$ cat src/rtl/cdec_pkg.sv
package cdec_pkg;

    localparam int ROM_COUNT = 3;
    localparam int HIT_W     = 3;

    typedef enum logic [1:0] {
        MAP_TRIPLE   = 2'd0,
        MAP_LO_GATED = 2'd1,
        MAP_LO_FULL  = 2'd2,
        MAP_PAGE64   = 2'd3
    } map_e;

    typedef enum logic [HIT_W-1:0] {
        HIT_NONE  = 3'd0,
        HIT_ROM1  = 3'd1,
        HIT_ROM2  = 3'd2,
        HIT_ROM3  = 3'd3,
        HIT_RAM   = 3'd4,
        HIT_SPARE = 3'd5
    } hit_e;

    typedef struct packed {
        map_e map;
        hit_e hit;
    } dec_state_t;

endpackage

$ cat src/rtl/cdec_lo32.sv
module cdec_lo32
    import cdec_pkg::*;
(
    input  map_e       map_i,
    input  logic [1:0] group_i,
    input  logic       a20_i,
    input  logic       a15_i,
    input  logic       romsel_n_i,
    output hit_e       hit_o
);

    hit_e rom_hit;
    hit_e top_hit;

    always_comb begin
        rom_hit = HIT_NONE;
        unique case (group_i)
            2'b00: rom_hit = HIT_ROM1;
            2'b01: rom_hit = (map_i == MAP_LO_FULL) ? HIT_NONE : HIT_ROM2;
            2'b10: rom_hit = (map_i == MAP_TRIPLE)  ? HIT_ROM3 : HIT_NONE;
            default: rom_hit = HIT_NONE;
        endcase
    end

    always_comb begin
        top_hit = HIT_NONE;
        if (a20_i) begin
            if (map_i == MAP_LO_FULL || !a15_i)
                top_hit = HIT_RAM;
        end else if (!a15_i) begin
            top_hit = HIT_SPARE;
        end
    end

    always_comb begin
        if (romsel_n_i)
            hit_o = HIT_NONE;
        else if (group_i == 2'b11)
            hit_o = top_hit;
        else
            hit_o = rom_hit;
    end

endmodule

$ cat src/rtl/cdec_page64.sv
module cdec_page64
    import cdec_pkg::*;
(
    input  logic       b23_i,
    input  logic [1:0] group_i,
    input  logic [1:0] win_i,
    input  logic       romsel_n_i,
    output hit_e       hit_o
);

    logic in_window;

    assign in_window = (win_i == 2'b11);

    always_comb begin
        hit_o = HIT_NONE;
        if (!romsel_n_i) begin
            if (!b23_i)
                hit_o = HIT_ROM1;
        end else if (in_window) begin
            unique case (group_i)
                2'b01:   hit_o = HIT_RAM;
                2'b00:   hit_o = HIT_SPARE;
                default: hit_o = HIT_NONE;
            endcase
        end
    end

endmodule

$ cat src/rtl/cdec_strobe.sv
module cdec_strobe
    import cdec_pkg::*;
#(
    parameter int NUM_ROM = ROM_COUNT
) (
    input  hit_e               hit_i,
    output logic [NUM_ROM-1:0] rom_cs_n_o,
    output logic               ram_cs_n_o,
    output logic               spare_cs_n_o,
    output logic               rom_oe_n_o
);

    logic [HIT_W-1:0] code;

    assign code = hit_i;

    for (genvar k = 0; k < NUM_ROM; k++) begin : g_rom
        assign rom_cs_n_o[k] = (code != HIT_W'(k + 1));
    end

    assign ram_cs_n_o   = (hit_i != HIT_RAM);
    assign spare_cs_n_o = (hit_i != HIT_SPARE);
    assign rom_oe_n_o   = &rom_cs_n_o;

endmodule

$ cat src/rtl/cart_sel_decoder.sv
module cart_sel_decoder
    import cdec_pkg::*;
#(
    parameter int BANK_W = 8,
    parameter int OFS_W  = 16
) (
    input  logic                 clk,
    input  logic                 rst_n,
    input  logic [1:0]           map_sel_i,
    input  logic [BANK_W-1:0]    bank_i,
    input  logic [OFS_W-1:0]     ofs_i,
    input  logic                 romsel_n_i,
    output logic [ROM_COUNT-1:0] rom_cs_n_o,
    output logic                 ram_cs_n_o,
    output logic                 spare_cs_n_o,
    output logic                 rom_oe_n_o,
    output logic [HIT_W-1:0]     hit_o
);

    localparam int B23 = BANK_W - 1;
    localparam int B22 = BANK_W - 2;
    localparam int B20 = BANK_W - 4;
    localparam int A15 = OFS_W - 1;
    localparam int A14 = OFS_W - 2;

    dec_state_t state_d;
    dec_state_t state_q;
    hit_e       hit_lo;
    hit_e       hit_hi;
    map_e       map_q;
    logic       unused_bits;

    assign unused_bits = ^{bank_i[B20-1:0], ofs_i[A14-2:0]};
    assign map_q       = state_q.map;

    cdec_lo32 u_lo32 (
        .map_i      (state_q.map),
        .group_i    (bank_i[B22 -: 2]),
        .a20_i      (bank_i[B20]),
        .a15_i      (ofs_i[A15]),
        .romsel_n_i (romsel_n_i),
        .hit_o      (hit_lo)
    );

    cdec_page64 u_page64 (
        .b23_i      (bank_i[B23]),
        .group_i    (bank_i[B22 -: 2]),
        .win_i      (ofs_i[A14 -: 2]),
        .romsel_n_i (romsel_n_i),
        .hit_o      (hit_hi)
    );

    always_comb begin
        state_d = state_q;
        if (!rst_n) begin
            state_d.map = map_e'(map_sel_i);
            state_d.hit = HIT_NONE;
        end else if (state_q.map == MAP_PAGE64) begin
            state_d.hit = hit_hi;
        end else begin
            state_d.hit = hit_lo;
        end
    end

    always_ff @(posedge clk) begin
        state_q <= state_d;
    end

    cdec_strobe #(.NUM_ROM(ROM_COUNT)) u_strobe (
        .hit_i        (state_q.hit),
        .rom_cs_n_o   (rom_cs_n_o),
        .ram_cs_n_o   (ram_cs_n_o),
        .spare_cs_n_o (spare_cs_n_o),
        .rom_oe_n_o   (rom_oe_n_o)
    );

    assign hit_o = state_q.hit;

endmodule

$ cat config.mk
export PLATFORM = sky130hd
export DESIGN_NAME = cart_sel_decoder
export DESIGN_NICKNAME = d
export VERILOG_FILES = /design/src/rtl/cdec_pkg.sv /design/src/rtl/cdec_lo32.sv /design/src/rtl/cdec_page64.sv /design/src/rtl/cdec_strobe.sv /design/src/rtl/cart_sel_decoder.sv
export SDC_FILE = /design/constraint.sdc
export NUM_CORES = 1
export LEC_CHECK = 0
export ABC_CLOCK_PERIOD_IN_PS = 1000
export BUFFER_PORTS_ARGS = -buffer_cell sky130_fd_sc_hd__buf_2
export CORE_AREA = 5 5 42 44
export CTS_CLUSTER_SIZE = 30
export DETAILED_ROUTE_END_ITERATION = 12
export DIE_AREA = 0 0 47 49
export GPL_ROUTABILITY_DRIVEN = 0
export SYNTH_ARGS = -nofsm -noshare
export SYNTH_HDL_FRONTEND = slang
export SYNTH_SLANG_ARGS = --single-unit
$ cat constraint.sdc
create_clock -name clk -period 1 [get_ports clk]
set_input_delay 0.15 -clock clk [delete_from_list [all_inputs] [get_ports clk]]
set_output_delay 0.15 -clock clk [all_outputs]
set_load 0.01 [all_outputs]
## Word-level counts from Yosys, hierarchy flattened

Index checks and enable logic that the tools add are counted.

- Register bits: 5
- Bits of input ports: 29
- Output and inout port bits: 9
- Logic and storage cells: 31

- Eq/ne operators: 11
- Mux-type cells: 13
- Reductions and logical operators: 5

Operators by type and width:

| operator | number |
|---|---|
| $mux W3 | 8 |
| $eq A2 B2 Y1 const B | 5 |
| $pmux W3 S3 | 1 |
| $ne A3 B2 Y1 const B | 2 |
| $ne A3 B3 Y1 const B | 2 |
| $pmux W3 S2 | 1 |
| $logic_not A2 Y1 | 2 |
| $mux W2 | 2 |
| $ne A3 B1 Y1 const B | 1 |
| $reduce_and A3 Y1 | 1 |
| $eq A2 B1 Y1 const B | 1 |
| $logic_not A1 Y1 | 1 |
| $logic_or A1 B1 Y1 | 1 |
| $mux W1 | 1 |

## Depth between registers and ports, before layout

- Depth in word-level cells: 7
- Depth in mapped cells: 4
- Gate-level depth less buffers: 4

## Cells and area by module

A second synthesis with hierarchy kept.

- Cell total of the unflattened synthesis: 39
- Area total of the unflattened synthesis: 367.9 µm²

Modules (own cells, without submodules):

| module | instances | cells each | area an instance (µm²) | sequential area each (µm²) |
|---|---|---|---|---|
| cart_sel_decoder | 1 | 16 | 185.2 | 120.1 |
| cdec_lo32 | 1 | 11 | 88.8 | 0.0 |
| cdec_strobe | 1 | 6 | 48.8 | 0.0 |
| cdec_page64 | 1 | 6 | 45.0 | 0.0 |

## Least setup slack after synthesis

No wires, ideal clock.

- Path type: flip-flop to output port
- Start point: register state_q (netlist bit hit_o[2])
- End point: output ram_cs_n_o
- Arrival time: 0.910 ns
- Data required time: 0.850 ns
- Slack: -0.060 ns
- Cell stages (with the launch flop): 2
- Buffers on the path: 0
- Cell sequence: dfxtp_1 > or3b_2

- Cells in the longest elaborated chain, start to end: 1

Ends and longest elaborated chain:

| element | RTL line | text |
|---|---|---|
| from (decl) | cart_sel_decoder.sv:27 | `dec_state_t state_q;` |
| from (signal assigned) | cart_sel_decoder.sv:66 | `state_q <= state_d;` |
| $ne A3 B3 Y1 | cdec_strobe.sv:21 | `assign ram_cs_n_o = (hit_i != HIT_RAM);` |
| to (decl) | cart_sel_decoder.sv:14 | `output logic ram_cs_n_o,` |

Every way passes these cells.

## Worst setup path after layout

- Start point: register state_q (netlist bit hit_o[0])
- End point: output ram_cs_n_o

Same word-level chain as after synthesis.

==> summary.txt <==
GRT
  • Initial antenna violation count: 0
  • First-pass GRT wire length: 1410 um
  • GRT Resource Usage Total: 0.0840
  • Grt ovf: 0
  • Largest net degree at the start of global routing: 6
  • Number of global-route vias before repair: 354

Critical path
  • Crit-path leading delay family: simple AND/OR/NAND/NOR gates
  • CP arrival: 1070 ps
  • Setup CP Type: reg2out
  • Setup crit start kind: register
  • Worst setup EP type: output port
  • Slowest stage delay, CP: 390 ps
  • WP data required: 850 ps
  • Critical Path Slowest Stage Cell: or3b_4
  • Critical path cell sequence: or3b_4 > buf_6
  • Buf/Inv on CP: 1
  • Crit Path Max Fanout: 3

Route
  • DR vias: 352
  • ANT nets after route: 0
  • Drt first-iter violations: 2
  • Drt first pass iters: 4
  • Residual DRC: 0
  • Final WL: 788 um
  • Vias per cell: 4.51
  • Routed WL per cell: 10.1 um

CTS
  • Post-CTS Hold Buffers: 0
  • CTS H-tree lvls: 1
  • Worst skew pair latency: 240 ps
  • CTS tree: done
  • CTS Sinks: 5
  • CTS Root Cell: clkbuf_4
  • Clk buf depth: 2
  • Worst-path clk slew: 40 ps
  • Number of buffers created by CTS: 3

Final layout
  • Multi-input gate area in the final layout: 199 um^2
  • Storage cell area: 124 um^2
  • Area delta synth->final: 75.2%
  • Antenna cells: 0
  • Design Area, Final: 548 um^2
  • Final nets: 92
  • Final Util: 0.391
  • Share of post-route cells with drive strength above 1: 0.645
  • Fill count: 153

STA
  • Slew margin rel.: 0.873
  • Final Max Tran Viols: 0
  • Clock skew: 2.74 ps
  • Hold_ws: 86.2 ps
  • Final min period: 1220 ps
  • RSZ-0062 raised after global routing: yes
  • Fmax: 0.820 GHz
  • Final period util: 1.22
  • Worst slew pin tran: 189 ps
  • Setup TNS: -1050 ps
  • Fin. Hold Viols: 0
  • Setup violations, final: 8
  • Final worst setup slack: -220 ps

Job
  • Max-Cap Viols: 0

Pwr
  • Worst VDD drop: 0.000707 V
  • P_leak: 0.243 nW
  • PD cells: 1100 nW/um^2

Synth
  • Commonest cells post-synth: 3 x dfxtp_1, 3 x nor2_1
  • Synth Register Bits: 5
  • Post-Syn Area per Cell: 9.78 um^2
  • Top cells by area, synth: dfxtp_1 19%, edfxtp_1 19%, nand3b_1 4.8%, o21a_1 4.8%, nand2b_4 4.4%
  • Synth unique cells: 21
  • Seq/Total Area, Yosys: 0.384
  • Yosys warns: 0
  • Synthesized area: 313 um^2
  • Post-synth top area cell: dfxtp_1
  • Yosys top cell area share: 0.192
  • Post-synth ARST share: 0
  • Primary FF master, synth: dfxtp_1
  • Number of synthesized flops with an enable pin: 2
  • Synthesized instance count: 32
  • Post-Syn Nets: 61

Placement
  • I/O Buffers: 20
  • Dpl cell area: 483 um^2
  • DP HPWL: 665 um

Die
  • Die area: 2300 um^2
  • I/O pin count: 38
  • Core area: 1400 um^2
  • Die Wd: 47 um
  • Die height: 49 um
  • Initial core utilization: 0.223
  • FP Rows: 14

Hold path
  • Hold crit path type: in2reg

Status
  • Failing checks: setup timing
  • Outcome: finished, violations left
## worst paths after layout
| path | start | end | slack, ps | cells after the start |
|---|---|---|---|---|
| max reg2reg | map_q[1]$_DFFE_PN_ | hit_o[0]$_SDFF_PN0_ | -100 | 4 |
| min | map_sel_i[1] | map_q[1]$_DFFE_PN_ | 90 | 1 |
| min reg2reg | map_q[1]$_DFFE_PN_ | hit_o[1]$_SDFF_PP0_ | 530 | 1 |
| max | hit_o[0]$_SDFF_PN0_ | ram_cs_n_o | -220 | 2 |
## layout make-up
type	count	area share
inverter	2	0.0137
tap	16	0.0365
sequential	5	0.226
multi-input combinational	25	0.363
timing repair buffer	26	0.313
clock buffer	4	0.0479
## registers in the layout, summed over array words and instances (netlist names)
| name | flops |
|---|---|
| map_q | 2 |
| hit_o | 3 |
## timing repair
action                                  4_1_cts  5_1_grt
pin swaps                                     6        1
endpoints found under the setup margin        8       10
gates cloned                                  0        0
setup buffers                                 1        0
gates resized for setup                       4        4
## where the power goes
part | switching (mW) | internal, mW | leakage [nW]
sequential | 0.0107 | 0.226 | 0.0453
combinational | 0.0603 | 0.0770 | 0.183
clock | 0.0770 | 0.150 | 0.0150
## stage by stage
step           instances  power [mW]  setup slack [ps]
6_report              78       0.602              -220
3_5_place_dp          73       0.363              -102
2_1_floorplan         32       0.298             -8.39
4_1_cts               78       0.606              -231
5_1_grt               78       0.651              -270
3_3_place_gp          73       0.361              -107
## kinds of logic (layout without fill, tap and decap cells)
group,count (synthesis),in the layout,share of synthesized area
compound gates,8,8,0.228
simple gates,17,17,0.364
buf+inv,2,32,0.0240
flops,5,5,0.384
## routing by layer
layer | wire [um] | global-route usage
met4 | 0 | 0.0138
met1 | 290 | 0.0953
met2 | 415 | 0.131
met3 | 81 | 0.0554
met5 | 0 | 0
## cell usage in the layout (no fill, tap or decap)
cell type / count
clkbuf_1: 1
a31o_1: 1
o22ai_1: 1
o21bai_1: 1
nand3b_1: 2
nand2b_4: 1
o31ai_2: 1
nor2_1: 2
buf_2: 17
nand2b_1: 2
clkbuf_4: 3
nor3_1: 2
buf_6: 5
a21oi_2: 1
nand4b_1: 1
dfxtp_2: 3
nand3b_4: 1
or3b_4: 1
nand2_1: 2
o21a_1: 2
edfxtp_1: 2
buf_4: 4
a211oi_2: 1
nand2_2: 1
nor2_2: 1
or3b_1: 1
inv_1: 2
No activity file was read; power rests on OpenSTA's default activity.
